`src/rtl/dith_pkg.sv`:
```
package dith_pkg;

  // Strobes from the sequencing logic to the arithmetic path.
  typedef struct packed {
    logic step;   // advance both shift registers
    logic load;   // capture a new output code
  } dithStrobe_t;

  localparam logic [31:0] DEF_TAPS   = 32'h8020_0003;
  localparam logic [31:0] DEF_SEED_A = 32'h1D87_2B41;
  localparam logic [31:0] DEF_SEED_B = 32'h9E37_79B9;

endpackage

```
`src/rtl/dith_ctrl.sv`:
```
module dith_ctrl
  import dith_pkg::*;
(
  input  logic        clk,
  input  logic        rstN,
  output dithStrobe_t strobe
);

  logic running;

  // One idle edge after reset, then continuous operation.
  always_ff @(posedge clk or negedge rstN) begin
    if (!rstN) running <= 1'b0;
    else       running <= 1'b1;
  end

  always_comb begin
    strobe.step = running;
    strobe.load = running;
  end

endmodule

```
`src/rtl/dith_lfsr.sv`:
```
module dith_lfsr #(
  parameter int          W    = 32,
  parameter logic [W-1:0] TAPS = 32'h8020_0003,
  parameter logic [W-1:0] SEED = 32'h1D87_2B41
) (
  input  logic         clk,
  input  logic         rstN,
  input  logic         step,
  output logic [W-1:0] state
);

  logic [W-1:0] feedback;

  always_comb feedback = state[0] ? TAPS : '0;

  always_ff @(posedge clk or negedge rstN) begin
    if (!rstN)     state <= SEED;
    else if (step) state <= {1'b0, state[W-1:1]} ^ feedback;
  end

endmodule

```
`src/rtl/dith_datapath.sv`:
```
module dith_datapath
  import dith_pkg::*;
#(
  parameter int                IN_W     = 24,
  parameter int                OUT_W    = 16,
  parameter int                MAX_BITS = 12,
  parameter int                LFSR_W   = 32,
  parameter logic [LFSR_W-1:0] TAPS     = DEF_TAPS,
  parameter logic [LFSR_W-1:0] SEED_A   = DEF_SEED_A,
  parameter logic [LFSR_W-1:0] SEED_B   = DEF_SEED_B,
  localparam int               AMP_W    = $clog2(MAX_BITS + 1)
) (
  input  logic              clk,
  input  logic              rstN,
  input  dithStrobe_t       strobe,
  input  logic [IN_W-1:0]   inSample,
  input  logic [IN_W-1:0]   dcOffset,
  input  logic [AMP_W-1:0]  ampSel,
  output logic [OUT_W-1:0]  dacCode,
  output logic [LFSR_W-1:0] stateA,
  output logic [LFSR_W-1:0] stateB
);

  localparam int DITH_W = MAX_BITS + 2;
  localparam int SUM_W  = IN_W + 3;

  logic [LFSR_W-1:0]         lfsrState [2];
  logic [MAX_BITS-1:0]       uniform   [2];
  logic [AMP_W-1:0]          ampEff;
  logic [MAX_BITS:0]         unitStep;
  logic [MAX_BITS:0]         lowMask;
  logic [MAX_BITS:0]         pairSum;
  logic signed [DITH_W-1:0]  dither;
  logic signed [SUM_W-1:0]   total;
  logic [IN_W-1:0]           clipped;

  always_comb begin
    ampEff   = (ampSel > AMP_W'(MAX_BITS)) ? AMP_W'(MAX_BITS) : ampSel;
    unitStep = (MAX_BITS + 1)'(1) << ampEff;
    lowMask  = unitStep - 1'b1;
  end

  for (genvar g = 0; g < 2; g++) begin : genSource
    dith_lfsr #(
      .W    (LFSR_W),
      .TAPS (TAPS),
      .SEED ((g == 0) ? SEED_A : SEED_B)
    ) uLfsr (
      .clk   (clk),
      .rstN  (rstN),
      .step  (strobe.step),
      .state (lfsrState[g])
    );
    always_comb uniform[g] = lfsrState[g][MAX_BITS-1:0] & lowMask[MAX_BITS-1:0];
  end

  assign stateA = lfsrState[0];
  assign stateB = lfsrState[1];

  always_comb begin
    pairSum = {1'b0, uniform[0]} + {1'b0, uniform[1]};
    if (ampEff == '0) dither = '0;
    else              dither = $signed({1'b0, pairSum}) - $signed({1'b0, unitStep});

    total = $signed({{(SUM_W-IN_W){1'b0}}, inSample})
          + $signed({{(SUM_W-IN_W){dcOffset[IN_W-1]}}, dcOffset})
          + $signed({{(SUM_W-DITH_W){dither[DITH_W-1]}}, dither});

    if (total[SUM_W-1])                clipped = '0;
    else if (|total[SUM_W-2:IN_W])     clipped = '1;
    else                               clipped = total[IN_W-1:0];
  end

  always_ff @(posedge clk or negedge rstN) begin
    if (!rstN)            dacCode <= '0;
    else if (strobe.load) dacCode <= clipped[IN_W-1 -: OUT_W];
  end

endmodule

```
`src/rtl/dither_adder.sv`:
```
module dither_adder
  import dith_pkg::*;
#(
  parameter int                IN_W     = 24,
  parameter int                OUT_W    = 16,
  parameter int                MAX_BITS = 12,
  parameter int                LFSR_W   = 32,
  parameter logic [LFSR_W-1:0] TAPS     = DEF_TAPS,
  parameter logic [LFSR_W-1:0] SEED_A   = DEF_SEED_A,
  parameter logic [LFSR_W-1:0] SEED_B   = DEF_SEED_B,
  localparam int               AMP_W    = $clog2(MAX_BITS + 1)
) (
  input  logic             clk,
  input  logic             rstN,
  input  logic [IN_W-1:0]  inSample,
  input  logic [IN_W-1:0]  dcOffset,
  input  logic [AMP_W-1:0] ampSel,
  output logic [OUT_W-1:0] dacCode
);

  dithStrobe_t       strobe;
  logic [LFSR_W-1:0] stateA;
  logic [LFSR_W-1:0] stateB;

  dith_ctrl uCtrl (
    .clk    (clk),
    .rstN   (rstN),
    .strobe (strobe)
  );

  dith_datapath #(
    .IN_W     (IN_W),
    .OUT_W    (OUT_W),
    .MAX_BITS (MAX_BITS),
    .LFSR_W   (LFSR_W),
    .TAPS     (TAPS),
    .SEED_A   (SEED_A),
    .SEED_B   (SEED_B)
  ) uPath (
    .clk      (clk),
    .rstN     (rstN),
    .strobe   (strobe),
    .inSample (inSample),
    .dcOffset (dcOffset),
    .ampSel   (ampSel),
    .dacCode  (dacCode),
    .stateA   (stateA),
    .stateB   (stateB)
  );

endmodule

```
`config.mk`:
```
export PLATFORM = sky130hd
export DESIGN_NAME = dither_adder
export DESIGN_NICKNAME = d
export VERILOG_FILES = /design/src/rtl/dith_pkg.sv /design/src/rtl/dith_ctrl.sv /design/src/rtl/dith_lfsr.sv /design/src/rtl/dith_datapath.sv /design/src/rtl/dither_adder.sv
export SDC_FILE = /design/constraint.sdc
export NUM_CORES = 1
export LEC_CHECK = 0
export ABC_AREA = 1
export BUFFER_PORTS_ARGS = -buffer_cell sky130_fd_sc_hd__buf_4
export CAP_MARGIN = 20
export CORE_ASPECT_RATIO = 0.7
export CORE_MARGIN = 2
export CORE_UTILIZATION = 50
export DETAILED_ROUTE_END_ITERATION = 8
export PLACE_DENSITY = 0.76
export RECOVER_POWER = 50
export SLEW_MARGIN = 10
export SYNTH_ARGS = -nofsm -noshare
export SYNTH_HDL_FRONTEND = slang
export SYNTH_HIERARCHICAL = 1
export SYNTH_SLANG_ARGS = --single-unit
```
`constraint.sdc`:
```
create_clock -name clk -period 15.6 [get_ports clk]
set_input_delay 2.34 -clock clk [delete_from_list [all_inputs] [get_ports clk]]
set_output_delay 2.34 -clock clk [all_outputs]
set_load 0.02 [all_outputs]
```
==> impl_metrics.yaml, run 1 <==
routing:
  antenna_left: 0
  routed_wl_um: 16600
  wl_per_cell_um: 14.6
  first_pass_iters: 5
  num_vias: 6019
  drt-initial-drc-count: 664
  via_per_inst: 5.28
  drc: 0
power:
  vdd_drop_max_uv: 90.5
  power.density_nw_per_um2: 114
  leakagePower_nw: 3.89
worst_setup_path:
  r2r_slack_ns: 9.60
  cp-start-kind: "input pin"
  cp_max_fo: 16
  cp.arrival_ns: 8.59
  max_stage_delay_ns: 0.77
  r2r_start: "uPath/genSource[1].uLfsr/state[3]"
  crit_end: "uPath/dacCode[12]"
  r2r_end: "uPath/dacCode[12]"
  cp-startpoint: "ampSel[3]"
  cp.required_ns: 15.88
  worstSetupPathType: "in -> reg"
  critical_path.slowest_cell: "nor3_2"
  reg2regPathDepth: 26
  critPathCaptureType: "register"
  crit_top_cell: "nand2_1"
cells_and_area:
  synthToLayoutAreaGrowth_pct: 13.2
  final_util_pct: 57.8
  final_cell_mix: "333 x nand2_1, 109 x inv_1, 68 x buf_4, 58 x nor2_1, 54 x o21ai_0"
  drive_above_1_share_pct: 15.3
  n_antenna_cell: 0
  finalInstanceArea_um2: 7570
  final_common_cell: "nand2_1"
  final_nets: 1098
timing:
  worst_pin_slew_ns: 2.82
  max_freq_mhz: 120
  rsz0062_at_grt: "false"
  hold_viol: 0
  slew_headroom_pct: -87.8
  setup_slack_ns: 7.29
  min_period_ns: 8.31
  finalCritPeriodShare_pct: 53.2
  slew_violations: 110
  setup_violations: 0
  fin_skew_ns: 0.00920
  setup-tns-final_ns: 0
clocking:
  cts_sinks: 81
  h-tree-depth: 3
  cts_hold_buffers: 0
  cts_resized: 0
  cts_setup_buffers: 0
  numCtsBuffers: 9
  cts_root_buffer: "clkbuf_16"
  clk_path_buf_depth: 2
  insertion_delay_ns: 0.34
  clk_pin_slew_ns: 0.06
  cts_tree: "yes"
grt:
  overflow: 0
  grt_pass1_wl_um: 27300
  grt.total_usage_pct: 24.3
  grt_start_max_net_pins: 82
  antenna_found_initial: 0
  grt_pass1_vias: 5473
hold_path:
  hp-class: "reg -> reg"
place:
  place_hpwl_um: 13300
  gp_congestion: 1.00
  place_area_um2: 7230
  io_buffers: 69
  post-place-ws_ns: 7.01
synthesis:
  synth_area_um2: 6690
  yosysUniqueCellTypes: 45
  ys_seq_elements: 81
  synthCells: 909
  avgSynthCellArea_um2: 7.36
  ys_warn_count: 6
  syn_nets: 1039
  yosysSeqAreaShare_pct: 30.9
die:
  die_w_um: 142
  dieArea_um2: 14300
  fp.dieH_um: 101
  start_util_pct: 51.1
  rows: 35
  core-area_um2: 13100
  io_pins: 70
run:
  max_cap_viol_count: 2
outcome:
  run_status: "finished, violations left"
  violations: "capacitance limit, slew limit"
==> state kept, by name (all words and copies together) (netlist names) <==
signal	cells
uCtrl/running	1
uPath/dacCode	16
uPath/genSource.uLfsr/state	64
==> cell families after synthesis <==
family,count (synthesis),share of synthesized area [%]
AOI/OAI and AO/OA,133,11.3
xor gates and xnor gates,10,1.31
adders and majority gates,76,17.5
buffers and inverters,133,9.09
DFF,81,30.9
other,1,0.0561
and+or+nand+nor,475,29.8
==> per-stage QoR <==
step	total power, mW	std cells	hold slack, ns
6_report	0.860	1139	0.455
5_1_grt	0.914	1139	0.475
4_1_cts	0.858	1138	0.461
3_5_place_dp	0.624	1122	0.447
3_3_place_gp	0.626	1122	0.443
2_1_floorplan	0.507	909	0.439
==> power breakdown <==
group	switching (mW)	internal (mW)
sequential	0.0138	0.227
combinational	0.257	0.134
clock	0.0831	0.146
total	0.354	0.507
==> routing by layer <==
metal	share of wire, %	routed length, um	GRT usage (%)	up-vias
met5	0	0	0	-
met4	0.49	81	4.15	0
met3	9.8	1620	4.70	11
met2	38	6390	32.6	216
met1	51	8520	40.2	2800
li1	-	-	-	2992
==> Yosys cell counts, drive strengths merged <==
master | count | share of area, %
dfrtp | 47 | 18
a21oi | 53 | 4.2
a31oi | 3 | 0.28
a31o | 1 | 0.13
nor4 | 2 | 0.19
clkinv | 1 | 0.056
fa | 29 | 8.7
inv | 109 | 6.1
o21ai | 56 | 4.4
o21bai | 10 | 1.2
o21a | 3 | 0.34
clkbuf | 2 | 0.11
dfstp | 34 | 13
conb | 1 | 0.056
nor3b | 1 | 0.11
buf | 21 | 2.8
a41oi | 1 | 0.13
xnor2 | 6 | 0.79
nor2 | 60 | 3.6
a21o | 1 | 0.11
xor2 | 4 | 0.52
nand4 | 4 | 0.47
nand3b | 2 | 0.22
nand2 | 349 | 21
o211ai | 1 | 0.11
nor3 | 10 | 0.75
o31ai | 1 | 0.11
or2 | 1 | 0.094
ha | 47 | 8.8
a21boi | 3 | 0.34
nand3 | 46 | 3.7
==> worst min path at each step <==
stage | from | endpoint | slack (ns) | cells after the start
4_1_cts | uPath/genSource[0].uLfsr/state[27] | uPath/genSource[0].uLfsr/state[26] | 0.46 | 2
3_5_place_dp | uPath/genSource[1].uLfsr/state[27] | uPath/genSource[1].uLfsr/state[26] | 0.45 | 2
5_1_grt | uPath/genSource[0].uLfsr/state[16] | uPath/genSource[0].uLfsr/state[16] | 0.48 | 2
6_report | uPath/genSource[0].uLfsr/state[27] | uPath/genSource[0].uLfsr/state[26] | 0.46 | 2
3_3_place_gp | uPath/genSource[1].uLfsr/state[27] | uPath/genSource[1].uLfsr/state[26] | 0.44 | 2
2_1_floorplan | uPath/genSource[0].uLfsr/state[27] | uPath/genSource[0].uLfsr/state[26] | 0.44 | 2
==> worst max-delay path, delay by kind of cell <==
family                   cells  cell delay, ns
AO/OA/AOI/OAI                9            1.73
adder cells (fa/ha/maj)      5            1.87
buffers and inverters        3            0.49
AND/OR/NAND/NOR             13            2.12
==> final cells by class <==
class | count | area, um^2
clock buffer | 11 | 243
clock inverter | 5 | 85.1
fill | 1262 | 5520
inverter | 110 | 413
multi-input combinational | 695 | 4020
sequential | 81 | 2070
tap | 166 | 208
timing repair buffer | 71 | 538
Note: power is estimated with default switching activity, not from simulation.
==> inputs of run 2 (changes only) <==
--- a/config.mk
+++ b/config.mk
@@ -5,14 +5,14 @@
 export SDC_FILE = /design/constraint.sdc
 export NUM_CORES = 1
 export LEC_CHECK = 0
-export ABC_AREA = 1
+export ABC_AREA = 0
 export BUFFER_PORTS_ARGS = -buffer_cell sky130_fd_sc_hd__buf_4
 export CAP_MARGIN = 20
 export CORE_ASPECT_RATIO = 0.7
 export CORE_MARGIN = 2
 export CORE_UTILIZATION = 50
 export DETAILED_ROUTE_END_ITERATION = 8
-export PLACE_DENSITY = 0.76
+export PLACE_DENSITY = 0.77
 export RECOVER_POWER = 50
 export SLEW_MARGIN = 10
 export SYNTH_ARGS = -nofsm -noshare
==> constraint.sdc (replaced) <==
create_clock -name clk -period 8.3 [get_ports clk]
set_input_delay 1.245 -clock clk [delete_from_list [all_inputs] [get_ports clk]]
set_output_delay 1.245 -clock clk [all_outputs]
set_load 0.02 [all_outputs]
==> impl_metrics.yaml, run 2 <==
outcome:
  run_status: "finished, violations left"
  violations: "DRC, capacitance limit, slew limit"
clocking:
  h-tree-depth: 3
  clk_pin_slew_ns: 0.06
  cts_tree: "yes"
  insertion_delay_ns: 0.34
  clk_path_buf_depth: 2
  cts_root_buffer: "clkbuf_16"
  numCtsBuffers: 9
  cts_sinks: 81
synthesis:
  synth_area_leaders: "dfrtp_1 18%, dfstp_2 14%, mux2_4 12%"
  synth_top_area_share_pct: 18.2
  yosys_most_used_dff: "dfrtp_1"
  yosysSeqAreaShare_pct: 32.0
  synthCells: 606
  syn_nets: 736
  ys_warn_count: 6
  synth.most_common_cell: "mux2_4"
  synth_area_um2: 6470
  netlist_top_cells_count: "50 x mux2_4, 47 x dfrtp_1, 47 x ha_1, 45 x inv_1, 43 x nor2_1"
  ys_seq_elements: 81
  async_flop_share_pct: 100
  avgSynthCellArea_um2: 10.7
  yosysUniqueCellTypes: 66
  synth_top_area_cell: "dfrtp_1"
  synth_edf_count: 0
grt:
  grt_start_max_net_pins: 84
  overflow: 0
  grt_pass1_vias: 4769
  grt.total_usage_pct: 21.0
  antenna_found_initial: 0
  grt_pass1_wl_um: 23400
timing:
  slew_headroom_pct: -172
  setup_slack_ns: 0.305
  max_freq_mhz: 125
  worst_pin_slew_ns: 4.08
  fin_skew_ns: 0.00629
  hold_viol: 0
  slew_violations: 139
  setup_violations: 0
  finalCritPeriodShare_pct: 96.3
  whs_ns: 0.487
  min_period_ns: 8.00
worst_setup_path:
  critPathBufInv: 2
  crit_top_cell: "a21o_1"
  critPathCaptureType: "register"
  cp-startpoint: "ampSel[2]"
  r2r_end: "uPath/dacCode[3]"
  cp_max_fo: 20
  r2r_slack_ns: 1.98
  cp.required_ns: 8.51
  cp-start-kind: "input pin"
  cp.depth: 29
  crit_end: "uPath/dacCode[3]"
  critical_path.slowest_cell: "fa_1"
  r2r_start: "uPath/genSource[0].uLfsr/state[1]"
  cp_top_family: "compound AO/OA/AOI/OAI gates"
  cp.arrival_ns: 8.20
  worstSetupPathType: "in -> reg"
  max_stage_delay_ns: 0.49
  reg2regPathDepth: 24
die:
  core-area_um2: 12500
  die_w_um: 140
  dieArea_um2: 13900
  rows: 34
  fp.dieH_um: 99.2
  io_pins: 70
  start_util_pct: 51.6
hold_path:
  hp-class: "reg -> reg"
cells_and_area:
  drive_above_1_share_pct: 23.7
  biggestRegsByFlops: "uPath/genSource.uLfsr/state: 64 flops, uPath/dacCode: 16 flops, uCtrl/running: 1 flops"
  fillers: 1055
  seqCellArea_um2: 2070
  finalInstanceArea_um2: 7160
  multi_input_area_um2: 3810
  final_util_pct: 57.0
  n_antenna_cell: 0
  synthToLayoutAreaGrowth_pct: 10.5
  largest_register: "uPath/genSource.uLfsr/state"
  final_cell_mix: "74 x buf_4, 50 x mux2_1, 47 x ha_1, 46 x dfrtp_1, 44 x inv_1"
  final_common_cell: "buf_4"
  final_nets: 791
  largest_reg_flops: 64
place:
  gp_congestion: 1.01
  io_buffers: 69
  post-place-ws_ns: -0.298
  place_hpwl_um: 10600
  place_area_um2: 6980
routing:
  via_per_inst: 5.70
  drt-initial-drc-count: 340
  antenna_left: 0
  num_vias: 4719
  routed_wl_um: 14300
  wl_per_cell_um: 17.2
  drc: 6
  first_pass_iters: 7
run:
  max_cap_viol_count: 2
run 2: changes by cell type in the layout (fill, tap and decap cells not counted), sizes merged, moves of 7 or more:
cell / delta
a21o: +15
a21oi: -19
buf: +7
inv: -64
mux2: +59
nand2: -325
nand3: -37
nor2: -17
nor2b: +9
o21ai: -22
o31ai: +16
xnor2: +17
xor2: +7
run 2: area by class of cell:
type                            instances  area share [%]
Clock buffer                           10            3.20
Clock inverter                          6           0.909
Inverter                               45            2.36
Multi-Input combinational cell        446            53.3
Sequential cell                        81            29.0
Tap cell                              162            2.83
Timing Repair Buffer                   78            8.43
run 2: logic make-up (layout without fill, tap and decap cells):
| kind of cell | after synthesis | after routing | share of synthesized area [%] |
|---|---|---|---|
| adder cells (fa/ha/maj) | 76 | 76 | 18.0 |
| buffers and inverters | 79 | 139 | 6.65 |
| AO/OA/AOI/OAI | 145 | 145 | 15.0 |
| flip-flops | 81 | 81 | 32.0 |
| multiplexers | 60 | 60 | 13.5 |
| AND/OR/NAND/NOR | 130 | 130 | 10.1 |
| XOR/XNOR | 34 | 34 | 4.71 |
| other | 1 | 1 | 0.0579 |
run 2: worst min-delay path by stage:
stage                                       startpoint                            endpoint  slack (ns)  cells after the start
floorplan           uPath/genSource[1].uLfsr/state[21]  uPath/genSource[1].uLfsr/state[21]        0.47                      2
global placement    uPath/genSource[1].uLfsr/state[21]  uPath/genSource[1].uLfsr/state[21]        0.48                      2
detailed placement  uPath/genSource[1].uLfsr/state[21]  uPath/genSource[1].uLfsr/state[21]        0.48                      2
CTS                 uPath/genSource[1].uLfsr/state[21]  uPath/genSource[1].uLfsr/state[21]        0.50                      2
global route        uPath/genSource[0].uLfsr/state[19]  uPath/genSource[0].uLfsr/state[19]        0.50                      1
finish              uPath/genSource[1].uLfsr/state[24]  uPath/genSource[1].uLfsr/state[24]        0.49                      1
run 2: metal layers:
metal	up-vias	global-route usage (%)	routed length, um
met5	-	0	0
met4	0	4.20	194
met3	23	5.15	926
met2	180	33.3	6450
met1	2284	29.7	6690
li1	2232	-	-
run 2: through the flow:
stage / TNS, ns / instances
global route: -0.776 / 828
detailed placement: -4.15 / 809
CTS: 0 / 825
global placement: 0 / 809
floorplan: 0 / 606
finish: 0 / 828
run 2: worst reg2reg max path, stage by stage, from the launching register on:
cell       delay [ns]
dfrtp_1          0.40
nor2b_1          0.19
fa_1             0.48
fa_1             0.48
a21o_1           0.17
a21o_1           0.19
a21o_1           0.17
a21o_1           0.19
a21oi_1          0.20
o21ai_0          0.17
nor2_1           0.19
xor2_1           0.21
nor2_1           0.09
fa_1             0.45
ha_1             0.37
a21oi_1          0.16
a21boi_0         0.12
o311a_1          0.35
a211o_2          0.44
o2111ai_2        0.28
a211o_2          0.20
o311ai_4         0.11
buf_12           0.18
o31ai_1          0.26
o21ai_0          0.12
run 2: repair_timing:
action / CTS / global route
hold endpoints to repair: 0 / 0
setup buffers: 0 / 2
hold buffers: 0 / 0
resized for setup: 0 / 5
setup endpoints to repair: 0 / 16
Power of run 2 is left out: the tool's default activity adds up to more than one toggle a clock period on the data nets, which glitch-free logic cannot reach.
==> inputs of run 3 (changes only) <==
--- a/config.mk
+++ b/config.mk
@@ -9,7 +9,7 @@
 export BUFFER_PORTS_ARGS = -buffer_cell sky130_fd_sc_hd__buf_4
 export CAP_MARGIN = 20
 export CORE_ASPECT_RATIO = 0.7
-export CORE_MARGIN = 2
+export CORE_MARGIN = 3
 export CORE_UTILIZATION = 50
 export DETAILED_ROUTE_END_ITERATION = 8
 export PLACE_DENSITY = 0.77
==> impl_metrics.yaml, run 3 (synthesized netlist as in run 2, its figures left out) <==
hold_path:
  min-delay-start: "uPath/genSource[0].uLfsr/state[25]"
  hp-class: "reg -> reg"
  min_path_cells: 1
  holdPathEnd: "uPath/genSource[0].uLfsr/state[25]"
clocking:
  clk_path_buf_depth: 2
  cts_hold_buffers: 0
  cts_sinks: 81
  insertion_delay_ns: 0.33
  clk_pin_slew_ns: 0.06
  cts_root_buffer: "clkbuf_16"
  cts_tree: "yes"
  h-tree-depth: 3
  numCtsBuffers: 9
die:
  dieArea_um2: 14400
  rows: 34
  core-area_um2: 12500
  io_pins: 70
  fp.dieH_um: 101
  die_w_um: 142
  start_util_pct: 51.6
cells_and_area:
  synthToLayoutAreaGrowth_pct: 11.3
  final_nets: 794
  largest_register: "uPath/genSource.uLfsr/state"
  largest_reg_flops: 64
  finalInstanceArea_um2: 7210
  final_cell_mix: "78 x buf_4, 47 x dfrtp_1, 47 x ha_1, 44 x inv_1, 43 x nor2_1"
  final_common_cell: "buf_4"
  biggestRegsByFlops: "uPath/genSource.uLfsr/state: 64 flops, uPath/dacCode: 16 flops, uCtrl/running: 1 flops"
  n_antenna_cell: 0
  drive_above_1_share_pct: 25.4
timing:
  worst_pin_slew_ns: 4.13
  setup_violations: 0
  slew_violations: 122
  finalCritPeriodShare_pct: 94.9
  max_freq_mhz: 127
  slew_headroom_pct: -175
  fin_skew_ns: 0.00730
  hold_viol: 0
  min_period_ns: 7.88
grt:
  grt_start_max_net_pins: 82
  antenna_found_initial: 0
  grt_pass1_vias: 4740
  grt.total_usage_pct: 20.1
  grt_pass1_wl_um: 23300
  overflow: 0
worst_setup_path:
  cp.required_ns: 8.50
  cp_max_fo: 20
  crit_top_cell: "a21o_1"
  worstSetupPathType: "in -> reg"
  r2r_start: "uPath/genSource[1].uLfsr/state[1]"
  critPathCaptureType: "register"
  critical_path.slowest_cell: "fa_1"
  cp-start-kind: "input pin"
  r2r_end: "uPath/dacCode[12]"
  reg2regPathDepth: 24
  max_stage_delay_ns: 0.49
  cp.arrival_ns: 8.08
  r2r_slack_ns: 2.08
routing:
  wl_per_cell_um: 16.7
  routed_wl_um: 13900
  via_per_inst: 5.58
  drt-initial-drc-count: 321
  drc: 0
  num_vias: 4641
  antenna_left: 0
  first_pass_iters: 4
outcome:
  run_status: "finished, violations left"
  violations: "capacitance limit, slew limit"
place:
  gp_congestion: 0.939
  place_area_um2: 6980
  place_hpwl_um: 10700
  io_buffers: 69
run:
  max_cap_viol_count: 2
==> run 3: cell count changes in the layout (fill, tap and decap cells not counted), sizes merged <==
cell,change
clkinvlp,-1
clkbuf,+1
buf,+3
==> run 3: through the flow <==
step           util [%]  setup WS [ns]  setup TNS, ns  hold slack [ns]  instances
3_5_place_dp       55.6         -0.158          -1.86            0.490        809
2_1_floorplan         -          0.294              0            0.467        606
3_3_place_gp       55.6          0.131              0            0.480        809
4_1_cts            58.1          0.195              0            0.495        825
6_report           57.4          0.419              0            0.488        831
5_1_grt            57.4        -0.0237        -0.0237            0.517        831
==> run 3: layout make-up <==
type | count | area (um^2)
inverter | 45 | 169
fill | 1079 | 5340
clock inverter | 5 | 61.3
timing repair buffer | 81 | 613
sequential | 81 | 2070
tap | 162 | 203
clock buffer | 11 | 243
multi-input combinational | 446 | 3850
==> run 3: worst max-delay path by stage <==
stage | startpoint | endpoint
2_1_floorplan | ampSel[3] | uPath/dacCode[14]
3_3_place_gp | ampSel[2] | uPath/dacCode[12]
3_5_place_dp | ampSel[2] | uPath/dacCode[12]
4_1_cts | ampSel[2] | uPath/dacCode[12]
5_1_grt | ampSel[2] | uPath/dacCode[12]
6_report | ampSel[2] | uPath/dacCode[12]
==> run 3: metal layers <==
| layer | part of all wire [%] | global-route usage (%) |
|---|---|---|
| met1 | 47 | 28.8 |
| met2 | 45 | 31.1 |
| met3 | 6.2 | 4.48 |
| met4 | 1.5 | 5.46 |
| met5 | 0 | 0 |
==> run 3: what timing repair did <==
item,4_1_cts,5_1_grt
gates resized for setup,0,5
setup buffers,0,5
setup endpoints to repair,0,16
==> run 3: worst max-delay path, delay by kind of cell <==
| kind | cells | cell delay (ns) |
|---|---|---|
| AOI/OAI and AO/OA | 15 | 3.11 |
| xor gates and xnor gates | 1 | 0.17 |
| adders and majority gates | 5 | 2.14 |
| buffers and inverters | 2 | 0.36 |
| and+or+nand+nor | 6 | 1.04 |
Power of run 3 is left out for the same reason.
